`src/rtl/pte_pkg.sv`:
```
package pte_pkg;
    localparam int DLV_W = 3;
    localparam int SH_W  = 2;

    typedef enum logic {
        ST_IDLE = 1'b0,
        ST_WAIT = 1'b1
    } pte_state_e;
endpackage

```
`src/rtl/pte_pin_slice.sv`:
```
module pte_pin_slice #(
    parameter int VEC_W = 8
) (
    input  logic             clk,
    input  logic             rst_n,
    input  logic             pin_raw,
    input  logic             polarity,
    input  logic             level_mode,
    input  logic             mask,
    input  logic [VEC_W-1:0] vector,
    input  logic             eoi_valid,
    input  logic [VEC_W-1:0] eoi_vector,
    input  logic             done_hit,
    input  logic             done_accept,
    output logic             want,
    output logic             ack
);
    logic eff, req_q, pend_q, remote_q, eoi_hit, rise;

    assign eff     = pin_raw ^ polarity;
    assign rise    = eff & ~req_q;
    assign eoi_hit = eoi_valid && (vector == eoi_vector);

    always_ff @(posedge clk) begin
        if (!rst_n) begin
            req_q    <= 1'b0;
            pend_q   <= 1'b0;
            remote_q <= 1'b0;
            ack      <= 1'b0;
        end else begin
            req_q <= eff;
            ack   <= eoi_hit;
            if (!level_mode && rise && !mask)
                pend_q <= 1'b1;
            else if (done_hit || mask || level_mode)
                pend_q <= 1'b0;
            if (!level_mode)
                remote_q <= 1'b0;
            else if (done_hit && done_accept)
                remote_q <= 1'b1;
            else if (eoi_hit)
                remote_q <= 1'b0;
        end
    end

    assign want = level_mode ? (req_q & ~remote_q & ~mask) : pend_q;


    edge_on_rise_chk: assert property (@(posedge clk) disable iff (!rst_n)
        (!level_mode && $rose(pend_q)) |-> $rose(req_q));

    remote_set_chk: assert property (@(posedge clk) disable iff (!rst_n)
        $rose(remote_q) |-> $past(done_hit && done_accept));

    remote_clear_chk: assert property (@(posedge clk) disable iff (!rst_n)
        $fell(remote_q) |-> $past(eoi_hit || !level_mode));
endmodule

```
`src/rtl/pte_prio_pick.sv`:
```
module pte_prio_pick #(
    parameter int NUM_PINS = 8,
    localparam int PIN_W = $clog2(NUM_PINS)
) (
    input  logic                clk,
    input  logic                rst_n,
    input  logic [NUM_PINS-1:0] want,
    output logic                any,
    output logic [PIN_W-1:0]    idx
);
    always_comb begin
        idx = '0;
        for (int i = NUM_PINS - 1; i >= 0; i--) begin
            if (want[i]) idx = PIN_W'(i);
        end
    end
    assign any = |want;


    pick_valid_chk: assert property (@(posedge clk) disable iff (!rst_n)
        any |-> want[idx]);
endmodule

```
`src/rtl/pin_trigger_engine.sv`:
```
module pin_trigger_engine #(
    parameter int NUM_PINS = 8,
    parameter int VEC_W    = 8,
    parameter int DEST_W   = 8,
    localparam int PIN_W   = $clog2(NUM_PINS)
) (
    input  logic                         clk,
    input  logic                         rst_n,
    input  logic [NUM_PINS-1:0]          pin_raw,
    input  logic [NUM_PINS-1:0]          cfg_polarity,
    input  logic [NUM_PINS-1:0]          cfg_level_mode,
    input  logic [NUM_PINS-1:0]          cfg_mask,
    input  logic [NUM_PINS*VEC_W-1:0]    cfg_vector,
    input  logic [NUM_PINS*DEST_W-1:0]   cfg_dest,
    input  logic [NUM_PINS-1:0]          cfg_dest_logical,
    input  logic [NUM_PINS*3-1:0]        cfg_dlv_mode,
    input  logic                         eoi_valid,
    input  logic [VEC_W-1:0]             eoi_vector,
    input  logic                         msg_done,
    input  logic                         msg_accepted,
    output logic                         msg_valid,
    output logic [PIN_W-1:0]             msg_pin,
    output logic [VEC_W-1:0]             msg_vector,
    output logic [DEST_W-1:0]            msg_dest,
    output logic                         msg_dest_logical,
    output logic [2:0]                   msg_dlv_mode,
    output logic                         msg_level_trig,
    output logic                         msg_assert,
    output logic [1:0]                   msg_shorthand,
    output logic [NUM_PINS-1:0]          ack_pin
);
    import pte_pkg::*;

    pte_state_e          state, state_nx;
    logic [NUM_PINS-1:0] want;
    logic                any_want;
    logic [PIN_W-1:0]    pick;

    for (genvar i = 0; i < NUM_PINS; i++) begin : g_pin
        pte_pin_slice #(.VEC_W(VEC_W)) u_slice (
            .clk         (clk),
            .rst_n       (rst_n),
            .pin_raw     (pin_raw[i]),
            .polarity    (cfg_polarity[i]),
            .level_mode  (cfg_level_mode[i]),
            .mask        (cfg_mask[i]),
            .vector      (cfg_vector[i*VEC_W +: VEC_W]),
            .eoi_valid   (eoi_valid),
            .eoi_vector  (eoi_vector),
            .done_hit    (state == ST_WAIT && msg_done && msg_pin == PIN_W'(i)),
            .done_accept (msg_accepted),
            .want        (want[i]),
            .ack         (ack_pin[i])
        );
    end

    pte_prio_pick #(.NUM_PINS(NUM_PINS)) u_pick (
        .clk   (clk),
        .rst_n (rst_n),
        .want  (want),
        .any   (any_want),
        .idx   (pick)
    );

    always_comb begin
        state_nx = state;
        unique case (state)
            ST_IDLE: if (any_want) state_nx = ST_WAIT;
            ST_WAIT: if (msg_done) state_nx = ST_IDLE;
            default: state_nx = ST_IDLE;
        endcase
    end

    always_ff @(posedge clk) begin
        if (!rst_n) state <= ST_IDLE;
        else        state <= state_nx;
    end

    always_ff @(posedge clk) begin
        if (!rst_n) begin
            msg_pin          <= '0;
            msg_vector       <= '0;
            msg_dest         <= '0;
            msg_dest_logical <= 1'b0;
            msg_dlv_mode     <= '0;
            msg_level_trig   <= 1'b0;
        end else if (state == ST_IDLE && any_want) begin
            msg_pin        <= pick;
            msg_vector     <= cfg_vector[pick*VEC_W +: VEC_W];
            msg_dlv_mode   <= cfg_dlv_mode[pick*3 +: 3];
            msg_level_trig <= cfg_level_mode[pick];
            if (pick == '0) begin
                msg_dest         <= '0;
                msg_dest_logical <= 1'b0;
            end else begin
                msg_dest         <= cfg_dest[pick*DEST_W +: DEST_W];
                msg_dest_logical <= cfg_dest_logical[pick];
            end
        end
    end

    assign msg_valid     = (state == ST_WAIT);
    assign msg_assert    = 1'b1;
    assign msg_shorthand = '0;


    msg_hold_chk: assert property (@(posedge clk) disable iff (!rst_n)
        (msg_valid && !msg_done) |=> (msg_valid && $stable(msg_pin)
            && $stable(msg_vector) && $stable(msg_dest)));

    pin0_phys_chk: assert property (@(posedge clk) disable iff (!rst_n)
        (msg_valid && msg_pin == '0) |-> (msg_dest == '0 && !msg_dest_logical));
endmodule

```
`config.mk`:
```
export PLATFORM = sky130hd
export DESIGN_NAME = pin_trigger_engine
export DESIGN_NICKNAME = d
export VERILOG_FILES = /design/src/rtl/pte_pkg.sv /design/src/rtl/pte_pin_slice.sv /design/src/rtl/pte_prio_pick.sv /design/src/rtl/pin_trigger_engine.sv
export SDC_FILE = /design/constraint.sdc
export NUM_CORES = 1
export LEC_CHECK = 0
export BUFFER_PORTS_ARGS = -buffer_cell sky130_fd_sc_hd__buf_2
export CAP_MARGIN = 20
export CORE_AREA = 2 2 113 115
export CTS_CLUSTER_SIZE = 25
export DETAILED_ROUTE_END_ITERATION = 7
export DIE_AREA = 0 0 115 117
export PLACE_DENSITY = 0.85
export SETUP_SLACK_MARGIN = 0.5
export SLEW_MARGIN = 30
export SYNTH_ARGS = -nofsm -noshare
export SYNTH_HDL_FRONTEND = slang
export SYNTH_SLANG_ARGS = --single-unit
```
`constraint.sdc`:
```
create_clock -name clk -period 2.1 [get_ports clk]
set_input_delay 0.315 -clock clk [delete_from_list [all_inputs] [get_ports clk]]
set_output_delay 0.315 -clock clk [all_outputs]
set_load 0.05 [all_outputs]
```
==> impl_summary.txt <==
----------------------------------------------------
[Outcome]
  Result of the run ... finished, violations left
  Violations in the final reports ... setup timing

[Floorplan]
  Row Count ... 41
  Die height ... roughly 120 microns
  Floorplan die area ... 13500 sq um
  Count of boundary I/O pins ... 241
  Initial standard-cell utilization of the core ... between 30% and 40%
  Chip width ... approximately 120 microns
  Core box area ... 12300 sq um

[Job]
  Max-cap violations ... 0

[Finish]
  Post-layout util ... 58.6%
  Number of fill cells in the layout ... 1049
  Layout overhead on the synthesized area ... 50.7%
  Count of nets after finishing ... between 1000 and 1500
  Share of final-layout standard cells stronger than drive strength 1 ... 49.6%

[STA]
  Final Skew ... around 0.0084 ns
  Final period util ... 102%
  Setup repair after global routing missed its margin ... true
  Relative slew slack ... between 60% and 70%
  Highest attainable clock frequency ... between 400 and 500 MHz
  Post-route setup slack ... -0.0322 ns
  Final hold viol count ... 0
  Number of pins with negative max-slew slack in the final report ... 0
  Pin slew with the least headroom to its limit ... 0.561 ns
  Final setup fails ... 9
  Min Tclk post-route ... 2.13 ns

[Clock tree]
  Clock tree from TritonCTS ... done
  CTS root buf ... sky130_fd_sc_hd__clkbuf_16
  Clk pin slew, worst setup/hold paths ... about 0.060 ns
  CTS Sinks ... 57
  Cts-stage hold buffer count ... 0
  Total number of H-tree levels ... 3
  Number of buffers created by CTS ... 9
  Maximum root-to-sink buffer count ... 2
  Insertion delay to the later sink of the worst-skew pair ... 0.34 ns

[Global route]
  Global routing usage on met3 ... 7.05%
  Initial antenna violation count ... 1
  GR Layer Usage met1 ... 35.9%
  Met2 demand-to-capacity share in global routing ... a little under half
  Global-route wire length before repair ... 29.8 mm
  Maximum number of pins on one net before global-route repair ... 28
  Overall routing resource usage ... a little under 30%
  Top Usage Layer GRT ... met2
  Total grt overflow ... 0
  Vias in the first global route ... approximately 5700

[Pwr]
  Power density over cell area ... 734 nW/um^2
  Tot Pwr ... 5.30 mW
  Standby leakage power ... roughly 3.1 nW
  Worst vdd rail ir drop ... 504 uV

[Setup path]
  CP Buf/Inv Count ... 1
  Required time of the critical path ... around 2.3 ns
  Endpoint kind of the worst setup timing path ... register
  Setup Crit Path Kind ... reg2reg
  Critical Path Slowest Stage Cell ... sky130_fd_sc_hd__dfxtp_4
  Largest stage delay, worst path ... 0.36 ns
  Largest fanout on the critical path ... 13
  Endpoint arrival time on the critical path ... 2.36 ns
  Worst flop-to-flop path endpoint ... msg_vector[2]
  Setup slack, reg-to-reg ... -0.03 ns
  Reg-to-reg critical path startpoint ... g_pin[6].u_slice.remote_q
  List of cells traversed by the critical path ... nor3b_4, mux2i_2, a211oi_2, o21a_4, buf_6, o221ai_1, a32o_1, a21o_1
  Worst-case reg-to-reg path depth ... 8
  Kind of launch point of the worst setup path ... register
  Cell family with most CP delay ... compound AO/OA/AOI/OAI gates

[Min path]
  Critical hold path startpoint ... cfg_mask[2]
  Kind of path behind the tightest hold check ... in2reg
  Depth of the worst hold-timing path ... 2
  Worst-case hold path end point ... g_pin[2].u_slice.pend_q

[Synth]
  List of most frequent post-synthesis cells ... sky130_fd_sc_hd__xnor2_1, sky130_fd_sc_hd__dfxtp_1, sky130_fd_sc_hd__nand2_1
  Most common cell in the netlist ... sky130_fd_sc_hd__xnor2_1
  Number of synthesis warnings ... 0
  Fraction of synthesis flops using an asynchronous set or reset pin ... 0%
  Sequential share of the synthesized area ... 23.8%
  Mean area per synthesized cell ... ~8.5 sq um
  Ys flop type ... sky130_fd_sc_hd__dfxtp_1
  Share of the synthesized area in compound gates (AO/OA/AOI/OAI) ... 28.0%
  Synthesized flop and latch total ... 57
  Post-synth top area share ... 23.8%
  Unique masters post-synth ... between 60 and 70
  Number of synthesized flops with an enable pin ... 0
  Post-synthesis simple-gate area fraction ... 14.1%
  Post-Synth Adder-Cell Area ... 0%
  Portion of netlist area occupied by mux cells ... 11.7%
  Dominant combinational cell family by area after synthesis ... compound AO/OA/AOI/OAI gates
  Post-synth top area cell ... sky130_fd_sc_hd__dfxtp_1
  Xor/xnor cell area share of the yosys netlist ... 13.2%
  Synthesized netlist cell count ... 564
  Most area-consuming cells after synthesis ... sky130_fd_sc_hd__dfxtp_1, sky130_fd_sc_hd__xnor2_1, sky130_fd_sc_hd__o211ai_1
  Syn Std Cell Area ... approximately 4800 sq um

[Placed design]
  Total of buffers placed on input and output ports ... 228
  Final weighted congestion in routability-driven placement ... roughly 0.95
  Placed wire-length estimate ... 14.6 mm
  Worst-case setup slack after placement ... -0.236 ns

[Route]
  Final routed DRC violation total ... 0
  Routed via count ... 5891
  Final wirelength ... approximately 20 mm
  Vias per std cell ... 6.06
  Detailed router's first-iteration violation count ... 723
  Post-DR wirelength/cell ... between 20 and 25 microns
  Pre-antenna DRT Iters ... 5
  Post-route antenna net violation count ... 0

----------------------------------------------------
repair_timing:
item	in CTS	in global routing
pin swaps	23	9
gates cloned	2	2
buffers inserted	12	4
gates resized for setup	64	22
endpoints found under the hold margin	0	0
endpoints found under the setup margin	25	31
per-layer routing:
layer,wire length [microns],share of wire [%]
met5,0,0
met4,840,4.1
met3,2210,11
met2,9700,48
met1,7620,37
worst max path at each step:
stage | startpoint | to | cells after the start
2_1_floorplan | cfg_level_mode[3] | msg_vector[3] | 8
3_3_place_gp | cfg_level_mode[3] | msg_vector[1] | 8
3_5_place_dp | cfg_level_mode[3] | msg_vector[1] | 8
4_1_cts | g_pin[6].u_slice.req_q | msg_vector[0] | 7
5_1_grt | g_pin[6].u_slice.remote_q | msg_dlv_mode[2] | 9
6_report | g_pin[6].u_slice.remote_q | msg_vector[2] | 8
layout make-up:
cell class,count,area (sq um),share of cell area (%)
multi-input cells,421,3550,49.1
repair buffers,298,1890,26.1
diodes,1,2.50,0.0347
clock inverters,7,103,1.42
clock buffers,9,225,3.12
inverters,29,109,1.51
flip-flops and latches,57,1160,16.1
well taps,150,188,2.60
report_power, final:
part / switching (mW) / total, mW / internal, mW
registers: 0.0893 / 1.28 / 1.19
logic: 1.33 / 2.38 / 1.05
clock network: 0.590 / 1.64 / 1.05
total: 2.01 / 5.30 / 3.29
sequential cells by signal, summed over array words and instances (netlist names):
signal and cells:
g_pin.u_slice.pend_q 8, msg_dest_logical 1, msg_vector 8, g_pin.u_slice.req_q 8, msg_level_trig 1, msg_pin 3
g_pin.u_slice.ack 8, msg_valid 1, msg_dlv_mode 3, msg_dest 8, g_pin.u_slice.remote_q 8
cells in the final DEF, fill, tap and decap left out, types with 9 or more instances in the layout:
cell / n
sky130_fd_sc_hd__a21oi_1: 13
sky130_fd_sc_hd__nor2_1: 25
sky130_fd_sc_hd__nor4_1: 14
sky130_fd_sc_hd__buf_2: 228
sky130_fd_sc_hd__clkbuf_16: 11
sky130_fd_sc_hd__o31ai_1: 11
sky130_fd_sc_hd__buf_4: 46
sky130_fd_sc_hd__xnor2_1: 71
sky130_fd_sc_hd__o221ai_1: 12
sky130_fd_sc_hd__mux2i_1: 14
sky130_fd_sc_hd__dfxtp_2: 9
sky130_fd_sc_hd__inv_1: 27
sky130_fd_sc_hd__o2111ai_1: 9
sky130_fd_sc_hd__a211oi_2: 11
sky130_fd_sc_hd__nand4_1: 10
sky130_fd_sc_hd__nand3_1: 21
sky130_fd_sc_hd__nand2_1: 34
sky130_fd_sc_hd__buf_6: 11
sky130_fd_sc_hd__mux2_4: 14
sky130_fd_sc_hd__dfxtp_1: 46
sky130_fd_sc_hd__a211oi_1: 10
sky130_fd_sc_hd__o211ai_1: 28
sky130_fd_sc_hd__o21ai_0: 9
stage by stage:
step | cells | instance area (sq um) | setup TNS, ns | hold slack, ns
after floorplan | 565 | 4900 | 0 | 0.392
after global placement | 935 | 6350 | -2.17 | 0.448
after detailed placement | 935 | 6350 | -3.09 | 0.463
after CTS | 965 | 7020 | -0.0331 | 0.166
after global routing | 972 | 7220 | -1.68 | 0.173
final | 972 | 7220 | -0.176 | 0.169
logic make-up (layout without fill, tap and decap cells):
| family | after synthesis | in the layout |
|---|---|---|
| AOI/OAI and AO/OA | 169 | 169 |
| and+or+nand+nor | 135 | 135 |
| buffers and inverters | 87 | 343 |
| xor gates and xnor gates | 72 | 72 |
| DFF | 57 | 57 |
| muxes | 42 | 42 |
| other | 2 | 4 |
No activity file was read; power rests on OpenSTA's default activity.
